### src/rtl/mdio_master.sv
module mdio_master #(
  parameter int DIV = 2
) (
  input  logic        clk,
  input  logic        rst_n,
  input  logic        reg_wr,
  input  logic [31:0] reg_wdata,
  output logic [31:0] reg_rdata,
  output logic        mdc,
  output logic        mdio_o,
  output logic        mdio_oe,
  input  logic        mdio_i
);
  localparam int CW       = (DIV > 1) ? $clog2(DIV) : 1;
  localparam int LAST_IDX = 63;
  localparam int TA_IDX   = 46;
  localparam int DATA_IDX = 48;

  logic          busy, wr_op;
  logic [4:0]    phy, rg;
  logic [15:0]   dat;
  logic [CW-1:0] divc;
  logic [5:0]    idx;
  logic [63:0]   sh;

  wire tick = busy && (divc == CW'(DIV - 1));
  wire rise = tick && !mdc;
  wire fall = tick && mdc;
  wire nwr  = reg_wdata[30];

  always_ff @(posedge clk or negedge rst_n) begin
    if (!rst_n) begin
      busy  <= 1'b0;
      wr_op <= 1'b0;
      phy   <= '0;
      rg    <= '0;
      dat   <= '0;
      divc  <= '0;
      idx   <= '0;
      sh    <= '0;
      mdc   <= 1'b0;
    end else if (!busy) begin
      if (reg_wr) begin
        wr_op <= nwr;
        phy   <= reg_wdata[28:24];
        rg    <= reg_wdata[20:16];
        dat   <= reg_wdata[15:0];
        if (reg_wdata[31]) begin
          busy <= 1'b1;
          divc <= '0;
          idx  <= '0;
          mdc  <= 1'b0;
          sh   <= {32'hFFFF_FFFF, 2'b01, nwr ? 2'b01 : 2'b10,
                   reg_wdata[28:24], reg_wdata[20:16], 2'b10, reg_wdata[15:0]};
        end
      end
    end else begin
      divc <= tick ? '0 : divc + 1'b1;
      if (tick) mdc <= ~mdc;
      if (rise && !wr_op && idx >= 6'(DATA_IDX)) dat <= {dat[14:0], mdio_i};
      if (fall) begin
        sh <= {sh[62:0], 1'b1};
        if (idx == 6'(LAST_IDX)) busy <= 1'b0;
        else idx <= idx + 1'b1;
      end
    end
  end

  assign mdio_oe   = busy && (wr_op || idx < 6'(TA_IDX));
  assign mdio_o    = busy ? sh[63] : 1'b0;
  assign reg_rdata = {busy, wr_op, 1'b0, phy, 3'b000, rg, dat};
endmodule


### config.mk
export PLATFORM = sky130hd
export DESIGN_NAME = mdio_master
export DESIGN_NICKNAME = d
export VERILOG_FILES = /design/src/rtl/mdio_master.sv
export SDC_FILE = /design/constraint.sdc
export NUM_CORES = 1
export LEC_CHECK = 0
export ABC_AREA = 1
export BUFFER_PORTS_ARGS = -buffer_cell sky130_fd_sc_hd__buf_4
export CORE_ASPECT_RATIO = 0.75
export CORE_MARGIN = 3
export CORE_UTILIZATION = 45
export DETAILED_ROUTE_END_ITERATION = 8
export HOLD_SLACK_MARGIN = 0.1
export PLACE_DENSITY = 0.75
export SKIP_CTS_REPAIR_TIMING = 1
export SYNTH_ARGS = -nofsm -noshare
export SYNTH_HDL_FRONTEND = slang
export SYNTH_SLANG_ARGS = --single-unit
### constraint.sdc
create_clock -name clk -period 3.8 [get_ports clk]
set_clock_uncertainty 0.15 [all_clocks]
set_input_delay 0.57 -clock clk [delete_from_list [all_inputs] [get_ports clk]]
set_output_delay 0.57 -clock clk [all_outputs]
set_load 0.02 [all_outputs]
=== Word-level counts from Yosys, hierarchy flattened ===
Cells that the tools add are included.

* Word-level logic and storage cells: 62
* Output and inout bits: 35
* Register bits: 100
* Input port bits: 36

* $add $sub $neg: 2
* Magnitude comparators: 2
* Muxes and demuxes: 25
* Reductions and logical operators: 17
* Eq/ne operators: 5
* Bitwise gates (word level): 2

{| class="wikitable"
|+ Operators with widths
! kind !! count
|-
| $mux 64 || 4
|-
| $mux 16 || 3
|-
| $mux 6 || 5
|-
| $mux 1 || 12
|-
| $add 6x1->6 const B || 1
|-
| $eq 6x6->1 const B || 1
|-
| $ge 6x6->1 const B || 1
|-
| $logic_and 1x1->1 || 6
|-
| $lt 6x6->1 const B || 1
|-
| $ne 2x1->1 const B || 3
|-
| $reduce_and 2->1 || 3
|-
| $reduce_and 3->1 || 2
|-
| $reduce_and 4->1 || 1
|-
| $reduce_bool 2->1 || 2
|-
| $logic_not 1->1 || 2
|-
| $mux 2 || 1
|-
| $ne 2x2->1 const B || 1
|-
| $not 1->1 || 2
|-
| $add 1x1->1 const B || 1
|-
| $logic_or 1x1->1 || 1
|}

=== Logic depth before layout (Yosys ltp) ===
* Word-level depth: 6
* Mapped depth: 8
* Gate-level depth less buffers: 8

=== Least setup slack after synthesis ===
No wires, ideal clock.

* Path kind: register to output
* From: reg busy
* To: out mdio_oe
* Data arrival time: 1.158 ns
* Buffers on the path: 2
* Stages on the path, launching flop included: 5
* Setup slack: 1.922 ns
* Cells stage by stage: dfrtp_1 inv_2 buf_4 clkbuf_1 nor2_1

* Word-level cells in the longest chain between the ends: 1

{| class="wikitable"
|+ Ends and longest elaborated chain
! item !! RTL line !! text
|-
| start: declaration || 19 || <nowiki>logic busy, wr_op;</nowiki>
|-
| start signal: assignment || 33 || <nowiki>busy <= 1'b0;</nowiki>
|-
| start signal: assignment || 49 || <nowiki>busy <= 1'b1;</nowiki>
|-
| start signal: assignment || 63 || <nowiki>if (idx == 6'(LAST_IDX)) busy <= 1'b0;</nowiki>
|-
| $logic_and 1x1->1 || 69 || <nowiki>assign mdio_oe = busy && (wr_op || idx < 6'(TA_IDX));</nowiki>
|-
| end: declaration || 11 || <nowiki>output logic mdio_oe,</nowiki>
|}

No other way between the ends.

=== Worst setup path in the final report ===
* From: reg busy
* To: reg dat[3]

* Word-level cells in the longest chain between the ends: 6
* Elaborated cells on any way between the ends: 8
* Classes of those cells: eq/ne (1); mux (1); reduce/logical (6)

{| class="wikitable"
|+ Ends and longest elaborated chain
! item !! RTL line !! text
|-
| $logic_and 1x1->1 || 26 || <nowiki>wire tick = busy && (divc == CW'(DIV - 1));</nowiki>
|-
| $logic_and 1x1->1 || 27 || <nowiki>wire rise = tick && !mdc;</nowiki>
|-
| $logic_and 1x1->1 (2 in series) || 60 || <nowiki>if (rise && !wr_op && idx >= 6'(DATA_IDX)) dat <= {dat[14:0], mdio_i};</nowiki>
|-
| $ne 2x1->1 (no line) || - ||
|-
| $reduce_and 2->1 (no line) || - ||
|-
| end signal: assignment || 47 || <nowiki>dat <= reg_wdata[15:0];</nowiki>
|-
| end signal: assignment || 60 ||
|-
| end: declaration || 21 || <nowiki>logic [15:0] dat;</nowiki>
|}

Several ways; a longest one is shown, not always the timed one.
A chain may end at the register's enable or synchronous reset.

==> key figures <==
Run status
  • Status: complete, no violations

Synthesis
  • Post-synthesis register bit count: 100
  • XOR/XNOR share of the synthesized area: 0
  • Avg Cell Area, Syn: 8.087 sq um
  • Syn Std Cell Area: 4448 sq um
  • Synth Area in Simple Gates: 0.2051
  • Yosys cell types: 23
  • Post-synth top area share: 0.5626
  • Post-synthesis adder-cell area fraction: 0.002813
  • Post-synth top area cell: dfrtp_1
  • Warnings from Yosys: 0
  • Combinational family with the most area after synthesis: simple AND/OR/NAND/NOR gates
  • Seq/Total Area, Yosys: 0.5626
  • Synth Instances: 550
  • Synth area leaders: dfrtp_1, nand2_1, o21ai_0, nor2_1, inv_1
  • Synth Area in Compound Gates: 0.1440
  • Multiplexer area fraction after synthesis: 0.002532

Floorplan
  • Core ar.: about 9300 sq um
  • Top-level port count: 71
  • Die Wd: 120.8 microns
  • Die Y-Extent: 92.10 microns
  • Starting Density: 0.4759
  • Row count: 30
  • Area of the die: 11130 sq um

Worst setup path
  • CP Capture Point: dat[3]
  • Setup crit end kind: flop
  • Reg2Reg Capture Point: dat[3]
  • Reg2Reg Depth: 4
  • Crit. Startpoint: busy
  • Critical path class: reg -> reg
  • Largest fanout on the critical path: around 50
  • R2r setup slk: around 0.94 ns
  • Critical path's slowest cell: nand2_1
  • R2r startpoint: busy
  • Most frequent CP cell: nand2_1
  • Crit path cell chain: inv_2 > nand2_1 > nand2_1 > o21ai_0
  • Startpoint Class: flop
  • Required time of the critical path: approximately 3.8 ns
  • CP peak stage delay: 0.83 ns
  • Arrival @ worst endpoint: around 2.9 ns

Cells and area
  • Final core utilization: 0.5648
  • Most frequent cells in the layout: nand2_1, o21ai_0, dfrtp_1
  • Finished Layout Cells: approximately 730
  • Register Area: roughly 2500 sq um
  • Final net count: 632
  • Area of the multi-input gates: around 1600 sq um
  • Commonest non-fill, non-tap cell in the layout: nand2_1
  • # fillers: 832
  • Synth-to-layout area growth: 18.68%
  • Layout cells sized above 1: 0.1467
  • Number of diodes: 0

Clocking
  • Clk buf depth: 2
  • CTS sink cnt: 100
  • CTS clock-pin slew for the worst setup and hold paths: roughly 0.07 ns
  • Clk_lat worst skew: 0.34 ns
  • CTS buffer count: 9
  • CTS tree: yes
  • H-tree Lvls: 3
  • Root buf cell: clkbuf_16

GRT
  • Largest net degree at the start of global routing: 90
  • First-pass GRT wire length: 15.87 mm
  • Antenna violations before repair: 0
  • Total track usage: 0.1778
  • Vias in the first global route: approximately 3300
  • Total grt overflow: 0

Detailed routing
  • Initial drt markers: about 320
  • Pre-antenna DRT Iters: 5
  • Via-per-instance ratio: 4.871
  • Number of routed nets with antenna violations: 0
  • Vias: around 3500
  • WL per Instance: between 10 and 15 microns
  • Total Wirelength: between 9 and 10 mm
  • DRC Markers: 0

Timing
  • Least-Margin Pin Slew: between 0.8 and 0.9 ns
  • Max-slew violation count: 0
  • Final hold violation count: 0
  • Setup ws final: about 0.94 ns
  • Achievable Freq: around 0.35 GHz
  • Final Setup Violations: 0
  • Max_slew headroom: 0.4242
  • Period minus WS final: around 2.9 ns
  • RSZ-0062 raised after global routing: no
  • Post-Route Setup TNS: 0 ns
  • Period utilisation layout: 0.7529

Placement
  • Detailed Place HPWL: a little under 6 mm
  • DP Worst Slack: 0.9466 ns
  • Port Buffers: just over 60
  • GPL Wtd Cong: 0.8304
  • Placed Cells: ~710

Power and ir drop
  • Final Power: roughly 2.1 mW
  • P_leak: 2.595 nW
  • Cell Pwr Density: between 400 and 500 nW/um^2
  • Peak VDD IR: approximately 0.00023 V

Run
  • Reported max-cap violation count: 0

Min path
  • Worst Hold Class: in -> async
Yosys cell counts:
cell / number
nand4_1: 2
nor2_1: 50
nand2_1: 178
nand3_1: 3
inv_1: 47
ha_1: 1
dfrtp_1: 100
mux2_2: 1
buf_4: 9
conb_1: 1
buf_2: 9
inv_2: 2
o21ai_1: 5
nand2_2: 1
o2111ai_1: 1
o21ai_0: 116
clkbuf_2: 1
nand3_4: 1
a21oi_1: 2
nor3_1: 1
o21a_1: 1
a21oi_2: 1
clkbuf_1: 17
critical path: cells and delay by family (launching register included):
kind,cells,cell delay (ns)
simple gates,2,1.42
buf+inv,1,0.54
flops,1,0.38
compound gates,1,0.20
layout make-up:
| class | count | share of cell area |
|---|---|---|
| clock inverters | 3 | 0.01280 |
| well taps | 128 | 0.03034 |
| clock buffers | 13 | 0.05120 |
| flip-flops and latches | 100 | 0.4740 |
| repair buffers | 67 | 0.09528 |
| multi-input cells | 368 | 0.3015 |
| inverters | 49 | 0.03484 |
cells by family after synthesis:
family                   Yosys count
AO/OA/AOI/OAI                    126
adder cells (fa/ha/maj)            1
buffers and inverters             85
flip-flops                       100
multiplexers                       1
other                              1
AND/OR/NAND/NOR                  236
per-stage QoR:
| step | instance area (sq um) | hold WS, ns |
|---|---|---|
| after floorplan | 4459 | 0.1244 |
| final | 5279 | 0.1016 |
| after CTS | 5279 | 0.1396 |
| after global routing | 5279 | 0.1616 |
| after global placement | 4941 | 0.3069 |
| after detailed placement | 4941 | 0.3095 |
flip-flops by register name (all words and copies together) (netlist names):
name	flops
sh	64
dat	16
idx	6
phy	5
rg	5
busy	1
divc	1
mdc	1
wr_op	1
power breakdown:
part | total [mW] | switching, mW | internal [mW]
clock network | 1.01 | 0.383 | 0.631
logic | 0.0565 | 0.0332 | 0.0232
registers | 1.07 | 0.000379 | 1.06
total | 2.14 | 0.416 | 1.72
how the worst min path moves through the flow:
stage | endpoint | slack [ns] | from | depth (start not counted)
2_1_floorplan | busy | 0.12 | rst_n | 0
3_3_place_gp | sh[28] | 0.31 | sh[28] | 2
3_5_place_dp | sh[28] | 0.31 | sh[28] | 2
4_1_cts | phy[2] | 0.14 | rst_n | 1
5_1_grt | phy[2] | 0.16 | rst_n | 1
6_report | phy[1] | 0.10 | rst_n | 1
metal layers:
metal  vias up  track usage  wire length [microns]
met1      1649       0.2508                   4448
met3         8      0.04994                    480
met5         -            0                      0
li1       1808            -                      -
met4         0      0.05094                     80
met2        81       0.2692                   4095
(Power assumes the default switching activity.)
